[src/rtl/irqsel_pkg.sv]
package irqsel_pkg;

    localparam int TYPE_W = 8;

    typedef logic [TYPE_W-1:0] irq_type_t;

    localparam irq_type_t T_DIVIDE = 8'd0;
    localparam irq_type_t T_STEP   = 8'd1;
    localparam irq_type_t T_NMI    = 8'd2;
    localparam irq_type_t T_BREAK  = 8'd3;
    localparam irq_type_t T_OVFL   = 8'd4;

    typedef enum logic [2:0] {
        SRC_NONE,
        SRC_EXC,
        SRC_NMI,
        SRC_MASK,
        SRC_STEP
    } irq_src_e;

    typedef struct packed {
        irq_src_e  src;
        irq_type_t vec;
    } irq_pick_t;

    typedef enum logic [1:0] {
        ACK_IDLE,
        ACK_ONE,
        ACK_TWO
    } ack_state_e;

    // Instruction-boundary group: fixed internal order.
    function automatic irq_pick_t pick_exception(
        input logic      div_err,
        input logic      brk,
        input logic      swi,
        input irq_type_t swi_type,
        input logic      into,
        input logic      ovf
    );
        irq_pick_t p;
        p.src = SRC_EXC;
        p.vec = '0;
        if (div_err)          p.vec = T_DIVIDE;
        else if (brk)         p.vec = T_BREAK;
        else if (swi)         p.vec = swi_type;
        else if (into && ovf) p.vec = T_OVFL;
        else                  p.src = SRC_NONE;
        return p;
    endfunction

endpackage

[src/rtl/irqsel_nmi_latch.sv]
module irqsel_nmi_latch (
    input  logic clk,
    input  logic rst,
    input  logic nmi_i,
    input  logic clear_i,
    output logic pend_o
);
    logic nmi_q;
    logic rise;

    assign rise = nmi_i & ~nmi_q;

    always_ff @(posedge clk) begin
        if (rst) begin
            nmi_q  <= 1'b0;
            pend_o <= 1'b0;
        end else begin
            nmi_q <= nmi_i;
            // a fresh edge wins over the clear of an older one
            if (rise)         pend_o <= 1'b1;
            else if (clear_i) pend_o <= 1'b0;
        end
    end
endmodule

[src/rtl/irqsel_arbiter.sv]
module irqsel_arbiter
    import irqsel_pkg::*;
(
    input  logic      div_err_i,
    input  logic      brk_i,
    input  logic      swi_i,
    input  irq_type_t swi_type_i,
    input  logic      into_i,
    input  logic      ovf_flag_i,
    input  logic      nmi_pend_i,
    input  logic      intr_i,
    input  logic      if_flag_i,
    input  logic      tf_flag_i,
    output irq_pick_t pick_o
);
    irq_pick_t exc;

    always_comb begin
        exc = pick_exception(div_err_i, brk_i, swi_i, swi_type_i,
                             into_i, ovf_flag_i);
        if (exc.src != SRC_NONE) begin
            pick_o = exc;
        end else if (nmi_pend_i) begin
            pick_o = '{src: SRC_NMI, vec: T_NMI};
        end else if (intr_i && if_flag_i) begin
            pick_o = '{src: SRC_MASK, vec: '0};
        end else if (tf_flag_i) begin
            pick_o = '{src: SRC_STEP, vec: T_STEP};
        end else begin
            pick_o = '{src: SRC_NONE, vec: '0};
        end
    end
endmodule

[src/rtl/irqsel_ack_seq.sv]
module irqsel_ack_seq
    import irqsel_pkg::*;
(
    input  logic clk,
    input  logic rst,
    input  logic start_i,
    output logic busy_o,
    output logic sample_o
);
    ack_state_e state;

    always_ff @(posedge clk) begin
        if (rst) begin
            state <= ACK_IDLE;
        end else begin
            unique case (state)
                ACK_IDLE: if (start_i) state <= ACK_ONE;
                ACK_ONE:  state <= ACK_TWO;
                ACK_TWO:  state <= ACK_IDLE;
                default:  state <= ACK_IDLE;
            endcase
        end
    end

    assign busy_o   = (state != ACK_IDLE);
    assign sample_o = (state == ACK_TWO);
endmodule

[src/rtl/irq_type_select.sv]
module irq_type_select
    import irqsel_pkg::*;
(
    input  logic                clk,
    input  logic                rst,
    input  logic                boundary_i,
    input  logic                nmi_i,
    input  logic                intr_i,
    input  logic                div_err_i,
    input  logic                brk_i,
    input  logic                swi_i,
    input  logic [TYPE_W-1:0]   swi_type_i,
    input  logic                into_i,
    input  logic                ovf_flag_i,
    input  logic                if_flag_i,
    input  logic                tf_flag_i,
    input  logic [TYPE_W-1:0]   data_i,
    output logic                inta_o,
    output logic                take_o,
    output logic [TYPE_W-1:0]   type_o
);
    logic      nmi_pend;
    logic      accept;
    logic      ack_busy;
    logic      ack_sample;
    irq_pick_t pick;

    assign accept = boundary_i & ~ack_busy;

    irqsel_nmi_latch u_nmi (
        .clk     (clk),
        .rst     (rst),
        .nmi_i   (nmi_i),
        .clear_i (accept && pick.src == SRC_NMI),
        .pend_o  (nmi_pend)
    );

    irqsel_arbiter u_arb (
        .div_err_i  (div_err_i),
        .brk_i      (brk_i),
        .swi_i      (swi_i),
        .swi_type_i (swi_type_i),
        .into_i     (into_i),
        .ovf_flag_i (ovf_flag_i),
        .nmi_pend_i (nmi_pend),
        .intr_i     (intr_i),
        .if_flag_i  (if_flag_i),
        .tf_flag_i  (tf_flag_i),
        .pick_o     (pick)
    );

    irqsel_ack_seq u_ack (
        .clk      (clk),
        .rst      (rst),
        .start_i  (accept && pick.src == SRC_MASK),
        .busy_o   (ack_busy),
        .sample_o (ack_sample)
    );

    assign inta_o = ack_busy;

    always_ff @(posedge clk) begin
        if (rst) begin
            take_o <= 1'b0;
            type_o <= '0;
        end else if (ack_sample) begin
            take_o <= 1'b1;
            type_o <= data_i;
        end else if (accept && pick.src != SRC_NONE && pick.src != SRC_MASK) begin
            take_o <= 1'b1;
            type_o <= pick.vec;
        end else begin
            take_o <= 1'b0;
            type_o <= '0;
        end
    end
endmodule

[config.mk]
export PLATFORM = sky130hd
export DESIGN_NAME = irq_type_select
export DESIGN_NICKNAME = d
export VERILOG_FILES = /design/src/rtl/irqsel_pkg.sv /design/src/rtl/irqsel_nmi_latch.sv /design/src/rtl/irqsel_arbiter.sv /design/src/rtl/irqsel_ack_seq.sv /design/src/rtl/irq_type_select.sv
export SDC_FILE = /design/constraint.sdc
export NUM_CORES = 1
export LEC_CHECK = 0
export BUFFER_PORTS_ARGS = -buffer_cell sky130_fd_sc_hd__buf_2
export CORE_MARGIN = 2
export CORE_UTILIZATION = 38
export DETAILED_ROUTE_END_ITERATION = 8
export PLACE_DENSITY_LB_ADDON = 0.25
export SYNTH_ARGS = -nofsm -noshare
export SYNTH_HDL_FRONTEND = slang
export SYNTH_SLANG_ARGS = --single-unit
export TNS_END_PERCENT = 10
[constraint.sdc]
create_clock -name clk -period 1.65 [get_ports clk]
set_clock_uncertainty 0.15 [all_clocks]
set_input_delay 0.33 -clock clk [delete_from_list [all_inputs] [get_ports clk]]
set_output_delay 0.33 -clock clk [all_outputs]
set_load 0.05 [all_outputs]
==> results.yml, run 1 <==
drt:
  detail_route.iter0.violations: 7
  drtAntennaViolNets: 0
  vias: 574
  wl_per_cell_um: 11.1
  drc_errors: 0
  wirelength_um: 1250
  vias_per_cell: 5.13
  drt-pass1-iter-count: 3
cells_and_area:
  final_nets: 126
  syn_to_final_growth_pct: 50.2
  antenna_cells: 0
  drive_gt1_frac: 0.495
  fin_cells: 112
  fin_util: 0.622
power_and_ir_drop:
  p_per_area_nw_per_um2: 753
  ir_drop_mv: 0.507
  cellLeakagePower_nw: 0.399
sta:
  post-route-period-util: 0.971
  relSlewSlack: 0.730
  period_minus_slack_ps: 1600
  holdWs_ps: 102
  rsz0062_at_grt: "false"
  max_freq_ghz: 0.624
  finalSetupTns_ps: 0
  hold_violations: 0
  setup_viol: 0
  final_max_slew_viol_count: 0
  worst_pin_slew_ps: 394
placed_design:
  gp_congestion: 0.748
  placed_cells: 108
  portBuffers: 37
  dp_hpwl_um: 1020
hold_path:
  hp-start: "data_i[1]"
  hold_path.class: "in -> reg"
grt:
  track_usage: 0.157
  busiest_layer: "met2"
  use_met3: 0.0957
  grt_pass1_vias: 514
  grt_pass1_wl_um: 2040
  grt_use_met2: 0.272
  grt_max_degree: 10
  antenna_found_initial: 0
  met1_usage: 0.149
  grt_overflow: 0
cts:
  clock_latency_ps: 270
  cts.sinks: 13
  post_cts_buffers: 0
  root_buffer: "clkbuf_4"
  cts_buffers: 3
  clkSlewWorstSetupHoldPaths_ps: 80
  cts_tree: "done"
  clock_path_buffers: 2
  h-tree-depth: 1
worst_setup_path:
  path_cells: "buf_6 -> or2_4 -> buf_8"
  cp_top_family: "flip-flops"
  worst-path-buf-inv: 2
  end_kind: "primary output"
  slowest_stage: "dfxtp_2"
  cp.required_ps: 1170
  start_kind: "register"
  r2r_start: "u_ack.state[1]"
  max_stage_delay_ps: 330
  arrival_ps: 1120
  path_class: "reg -> out"
  cp_max_fo: 7
  crit_start: "u_ack.state[1]"
synth:
  ys_types: 26
  synth_nets: 81
  synth_seq_cells: 13
  netlist_area_um2: 546
  syn-mean-instance-area_um2: 10.3
  ys_seq_area_frac: 0.477
  syn_inst: 53
  yosysWarnings: 0
floorplanning:
  rows: 13
  ios: 38
  start_util: 0.414
  die_area_um2: 1750
  core_um2: 1320
  die_w_um: 41.9
  fp.dieH_um: 41.9
run:
  max_cap_violations: 0
run_status:
  outcome: "finished clean"
-- metrics by stage --
| step | setup slack [ps] | instance area, um^2 | power, mW |
|---|---|---|---|
| detailed placement | 20.1 | 776 | 0.430 |
| floorplan | 119 | 546 | 0.381 |
| CTS | 10.7 | 816 | 0.628 |
| global placement | 42.6 | 776 | 0.428 |
| global route | 8.14 | 820 | 0.656 |
| finish | 48.4 | 820 | 0.617 |
-- sequential cells by signal, indices dropped and copies added, names as in the netlist --
signal	cells
u_nmi.nmi_q	1
take_o	1
type_o	8
u_ack.state	2
u_nmi.pend_o	1
-- what timing repair did --
item / CTS / global route
endpoints found under the setup margin: 1 / 1
hold buffers: 0 / 0
gates resized for setup: 5 / 1
-- where the power goes --
group / switching [mW] / internal, mW / total [mW]
clock network: 0.101 / 0.0938 / 0.195
registers: 0.00265 / 0.322 / 0.324
logic: 0.0530 / 0.0447 / 0.0977
total: 0.157 / 0.460 / 0.617
-- area by class of cell --
type                            count  area (um^2)
Clock buffer                        4         26.3
Fill cell                         125          498
Inverter                            1         3.75
Multi-Input combinational cell     38          280
Sequential cell                    13          262
Tap cell                           15         18.8
Timing Repair Buffer               41          229
-- cell usage in the layout (no fill, tap or decap), types with 3 or more instances in the layout --
master	n
buf_2	36
dfxtp_1	12
clkbuf_4	3
nand2_1	4
a22o_1	5
buf_4	3
nand2b_1	3
a21oi_1	4
-- final timing paths --
kind             endpoint  slack [ps]  cells after the start
min             type_o[1]         100                      3
max                inta_o          50                      3
min reg2reg  u_nmi.pend_o         340                      2
max reg2reg     type_o[1]         110                      3
-- kinds of logic (layout without fill, tap and decap cells) --
group / Yosys count / count (layout) / synth area share
AOI/OAI and AO/OA: 18 / 18 / 0.248
buffers and inverters: 2 / 46 / 0.0137
DFF: 13 / 13 / 0.477
and+or+nand+nor: 20 / 20 / 0.261
-- worst min-delay path: stages --
cell and delay, ps:
buf_2 80, nand2_1 40, o31ai_1 50
-- cell usage after synthesis --
master     instances  area (um^2)
a2111o_1           1         11.3
a2111oi_0          1         8.76
a21o_1             2         15.0
a21oi_1            4         20.0
a22o_1             5         43.8
a31oi_1            1         6.26
a41oi_1            1         8.76
and3b_1            1         8.76
clkbuf_1           1         3.75
dfxtp_1           13          260
inv_1              1         3.75
nand2_1            4         15.0
nand2b_1           3         18.8
nand3b_1           2         15.0
nor2_1             1         3.75
nor2b_1            1         6.26
nor3b_1            2         15.0
nor4_1             1         6.26
nor4_4             1         21.3
nor4b_1            1         8.76
o21ai_0            1         5.00
o31ai_1            1         7.51
o41ai_1            1         8.76
or2_2              1         6.26
or3_1              1         6.26
or3b_4             1         11.3
-- layer usage --
layer / share of wire / vias up
met1: 0.39 / 251
met3: 0.090 / 2
met5: 0 / -
li1: - / 297
met4: 0.012 / 0
met2: 0.50 / 24
Note: power is estimated with default switching activity, not from simulation.
==> run 2: changes to the inputs <==
--- a/config.mk
+++ b/config.mk
@@ -7,7 +7,7 @@
 export LEC_CHECK = 0
 export BUFFER_PORTS_ARGS = -buffer_cell sky130_fd_sc_hd__buf_2
 export CORE_MARGIN = 2
-export CORE_UTILIZATION = 38
+export CORE_UTILIZATION = 34
 export DETAILED_ROUTE_END_ITERATION = 8
 export PLACE_DENSITY_LB_ADDON = 0.25
 export SYNTH_ARGS = -nofsm -noshare
==> constraint.sdc (replaced) <==
create_clock -name clk -period 1.4 [get_ports clk]
set_clock_uncertainty 0.15 [all_clocks]
set_input_delay 0.28 -clock clk [delete_from_list [all_inputs] [get_ports clk]]
set_output_delay 0.28 -clock clk [all_outputs]
set_load 0.05 [all_outputs]
==> run 2 against run 1 <==
Compared with the run above: the flow now finishes with violations (negative setup slack); sequential cell count stayed put; design area up 10%; utilization fell by 2.2 points; worst setup slack got worse by 180 ps; count of clock-buffer cells in the layout unchanged.
==> results.yml, run 2 (synthesis gave the netlist of run 1 again) <==
sta:
  max_freq_ghz: 0.653
  holdWs_ps: 60.0
  setup_viol: 9
  post-route-period-util: 1.09
  hold_violations: 0
  setup_ws_ps: -131
  rsz0062_at_grt: "true"
  final_max_slew_viol_count: 0
  relSlewSlack: 0.764
  period_minus_slack_ps: 1530
  worst_pin_slew_ps: 352
cts:
  clock_latency_ps: 270
  root_buffer: "clkbuf_4"
  clock_path_buffers: 2
  cts_buffers: 3
  cts_tree: "done"
  cts.sinks: 13
  clkSlewWorstSetupHoldPaths_ps: 70
  h-tree-depth: 1
power_and_ir_drop:
  total_power_uw: 740
  p_per_area_nw_per_um2: 818
  cellLeakagePower_nw: 0.444
  ir_drop_mv: 0.557
drt:
  vias_per_cell: 4.98
  drt-pass1-iter-count: 4
  wirelength_um: 1380
  vias: 597
  drtAntennaViolNets: 0
  drc_errors: 0
  detail_route.iter0.violations: 6
  wl_per_cell_um: 11.5
floorplanning:
  ios: 38
  die_area_um2: 1940
  core_um2: 1510
  rows: 14
  die_w_um: 44.1
  start_util: 0.362
  fp.dieH_um: 44.1
grt:
  grt_pass1_wl_um: 2200
  grt_pass1_vias: 555
  antenna_found_initial: 0
  grt_use_met2: 0.253
  use_met3: 0.0612
  busiest_layer: "met2"
  met1_usage: 0.186
  grt_max_degree: 10
  grt_overflow: 0
  track_usage: 0.153
worst_setup_path:
  r2r_start: "u_ack.state[1]"
  crit_start: "u_ack.state[1]"
  arrival_ps: 1100
  start_kind: "register"
  cp.required_ps: 970
  path_class: "reg -> out"
  rr_worst_depth: 3
  crit_end: "inta_o"
  end_kind: "primary output"
  cp_max_fo: 2
  reg2reg_setup_slack_ps: -120
  r2r_end: "type_o[1]"
hold_path:
  hold_path.class: "in -> reg"
  hold_path_depth: 2
  hp-start: "swi_type_i[5]"
cells_and_area:
  final_cell_mix: "36 x buf_2, 11 x dfxtp_1, 9 x buf_4"
  syn_to_final_growth_pct: 65.8
  largest_reg_flops: 8
  drive_gt1_frac: 0.587
  top_register: "type_o"
  final_common_cell: "buf_2"
  largest_registers: "type_o (8), u_ack.state (2)"
  fin_util: 0.600
  antenna_cells: 0
  final_nets: 133
run_status:
  violations: "negative setup slack"
  outcome: "complete, but fails checks"
placed_design:
  portBuffers: 37
  gp_congestion: 0.810
  dp_hpwl_um: 1020
run:
  max_cap_violations: 0
[run 2: worst min-delay path by stage]
stage                         endpoint  slack, ps
final                        type_o[5]         60
after global routing         type_o[5]         70
after CTS                    type_o[1]         50
after detailed placement  u_nmi.pend_o        330
after global placement    u_nmi.pend_o        320
after floorplan              type_o[1]        240
[run 2: worst max-delay path: stages (launching register included)]
cell and delay (ps):
dfxtp_2 330, buf_6 110, or2_4 240, buf_8 150
[run 2: layout make-up]
type / count / area [um^2]
timing repair buffer: 48 / 285
fill: 144 / 602
tap: 16 / 20.0
clock buffer: 4 / 26.3
sequential: 13 / 263
inverter: 1 / 3.75
multi-input combinational: 38 / 307
[run 2: repair_timing]
action / 4_1_cts / 5_1_grt
setup endpoints to repair: 9 / 10
resized for setup: 10 / 5
setup buffers: 2 / 0
endpoints found under the hold margin: 0 / 0
pin swaps: 4 / 4
hold buffers: 0 / 0
[run 2: per-layer routing]
metal	up-vias	part of all wire
li1	311	-
met1	257	0.39
met2	27	0.50
met3	2	0.10
met4	0	0.0036
met5	-	0
[run 2: report_power, final]
part	switching (mW)	leakage [nW]	internal [mW]	total, mW
logic	0.0693	0.322	0.0648	0.134
registers	0.00320	0.107	0.379	0.382
clock network	0.113	0.0150	0.110	0.224
total	0.186	0.444	0.555	0.740
[run 2: metrics by stage]
step	cells	worst slack (ps)	TNS (ps)	cell area [um^2]
final	120	-131	-566	905
after global routing	120	-163	-1030	905
after CTS	120	-138	-657	886
after detailed placement	114	-135	-1010	815
after global placement	114	-123	-913	815
after floorplan	53	-68.8	-101	546
==> run 3: changes to the inputs <==
--- a/config.mk
+++ b/config.mk
@@ -10,6 +10,7 @@
 export CORE_UTILIZATION = 34
 export DETAILED_ROUTE_END_ITERATION = 8
 export PLACE_DENSITY_LB_ADDON = 0.25
+export REMOVE_ABC_BUFFERS = 1
 export SYNTH_ARGS = -nofsm -noshare
 export SYNTH_HDL_FRONTEND = slang
 export SYNTH_SLANG_ARGS = --single-unit
==> run 3 against run 2 <==
Compared with the run above: the flow still finishes with violations (negative setup slack); power rose by 0.63%; first-iteration DRC count fell by 67%; design area fell by 1.7%; final cell count fell by 0.83%; worst setup slack got worse by 46 ps; sequential power barely moved; global-route usage rose by 0.95 points; die area did not move; maximum frequency fell by 2.9%; combinational power barely moved; highest routed layer unchanged.
==> results.yml, run 3 (synthesis gave the netlist of run 1 again) <==
run_status:
  outcome: "complete, but fails checks"
  violations: "negative setup slack"
drt:
  detail_route.iter0.violations: 2
  drc_errors: 0
  drt-pass1-iter-count: 2
  wirelength_um: 1370
  vias: 602
  vias_per_cell: 5.06
  drtAntennaViolNets: 0
  wl_per_cell_um: 11.5
cells_and_area:
  final_cell_mix: "36 x buf_2, 11 x dfxtp_1, 8 x buf_4"
  fin_cells: 119
  drive_gt1_frac: 0.553
  fillers: 153
  largest_reg_flops: 8
  top_register: "type_o"
  syn_to_final_growth_pct: 63.1
  stdcell_area_um2: 890
  final_common_cell: "buf_2"
  antenna_cells: 0
  final_nets: 132
  largest_registers: "type_o (8), u_ack.state (2)"
cts:
  cts_buffers: 3
  root_buffer: "clkbuf_4"
  clock_latency_ps: 280
  clock_path_buffers: 2
  cts.sinks: 13
  h-tree-depth: 1
  cts_tree: "done"
  ctsHoldBuffers: 0
  clkSlewWorstSetupHoldPaths_ps: 80
worst_setup_path:
  path_class: "reg -> reg"
  start_kind: "register"
  crit_cells: 3
  worst-path-buf-inv: 0
  r2r_end: "type_o[1]"
  path_cells: "or3b_4 -> or3_4 -> o31ai_4"
  max_stage_delay_ps: 430
  arrival_ps: 1620
  cp_max_fo: 4
  reg2reg_setup_slack_ps: -180
  end_kind: "register"
  slowest_stage: "or3b_4"
  cp_top_family: "simple AND/OR/NAND/NOR gates"
  rr_worst_depth: 3
  cp.required_ps: 1440
  r2r_start: "u_ack.state[1]"
placed_design:
  portBuffers: 37
  place_area_um2: 815
  placed_cells: 114
  dp_hpwl_um: 1050
  gp_congestion: 0.801
floorplanning:
  ios: 38
  die_area_um2: 1940
  core_um2: 1510
  start_util: 0.362
  rows: 14
  fp.dieH_um: 44.1
  die_w_um: 44.1
power_and_ir_drop:
  cellLeakagePower_nw: 0.435
  p_per_area_nw_per_um2: 837
  switching_share: 0.257
  ir_drop_mv: 0.620
  p_int_uw: 554
  p_comb_frac: 0.177
  p_switching_uw: 191
  total_power_uw: 745
  power_frac_seq: 0.513
  clockPowerShare: 0.310
grt:
  track_usage: 0.162
  antenna_found_initial: 0
  grt_pass1_wl_um: 2290
  grt_overflow: 0
  grt_max_degree: 10
  grt_pass1_vias: 557
sta:
  holdWs_ps: 51.5
  setup_ws_ps: -177
  hold_violations: 0
  period_minus_slack_ps: 1580
  worst_pin_slew_ps: 321
  post-route-period-util: 1.13
  relSlewSlack: 0.781
  finalSetupTns_ps: -860
  rsz0062_at_grt: "true"
  final_max_slew_viol_count: 0
  max_freq_ghz: 0.634
  setup_viol: 9
hold_path:
  min_to: "type_o[0]"
  hold_path.class: "in -> reg"
  hold_path_depth: 3
  hp-start: "data_i[0]"
run:
  max_cap_violations: 0
==> run 3: per-stage QoR <==
stage | worst slack, ps | util
finish | -177 | 0.591
global route | -196 | 0.591
CTS | -150 | 0.585
detailed placement | -221 | 0.541
global placement | -163 | 0.541
floorplan | -132 | -
==> run 3: layer usage <==
metal | part of all wire | global-route usage | routed length, um
met1 | 0.38 | 0.176 | 523
met2 | 0.51 | 0.279 | 692
met3 | 0.11 | 0.0857 | 147
met4 | 0.0037 | 0.0364 | 5
met5 | 0 | 0 | 0
==> run 3: repair_timing <==
action / 4_1_cts / 5_1_grt
gates resized for setup: 10 / 1
setup endpoints to repair: 9 / 9
buffers inserted: 1 / 0
pin swaps: 4 / 1
==> run 3: power by group through the flow <==
stage          logic [mW]  registers [mW]  clock network [mW]
5_1_grt             0.145           0.383               0.255
3_5_place_dp        0.126           0.391                   0
4_1_cts             0.130           0.382               0.241
6_report            0.132           0.382               0.231
2_1_floorplan      0.0336           0.412                   0
3_3_place_gp        0.125           0.391                   0
==> run 3: worst max path at each step <==
stage / from / end / slack, ps
2_1_floorplan: u_ack.state[1] / type_o[1] / -130
3_3_place_gp: boundary_i / type_o[1] / -160
3_5_place_dp: boundary_i / type_o[1] / -220
4_1_cts: u_ack.state[1] / type_o[1] / -150
5_1_grt: u_ack.state[1] / type_o[1] / -200
6_report: u_ack.state[1] / type_o[1] / -180
==> run 3: tightest hold or removal path, stage by stage <==
cell and delay, ps:
buf_2 70, nand2_1 30, o21ai_0 50
==> run 3: area by class of cell <==
| type | count | area (um^2) | share of cell area |
|---|---|---|---|
| clock buffers | 4 | 26.3 | 0.0295 |
| repair buffers | 47 | 278 | 0.312 |
| multi-input cells | 38 | 299 | 0.336 |
| inverters | 1 | 3.75 | 0.00422 |
| well taps | 16 | 20.0 | 0.0225 |
| flip-flops and latches | 13 | 263 | 0.295 |
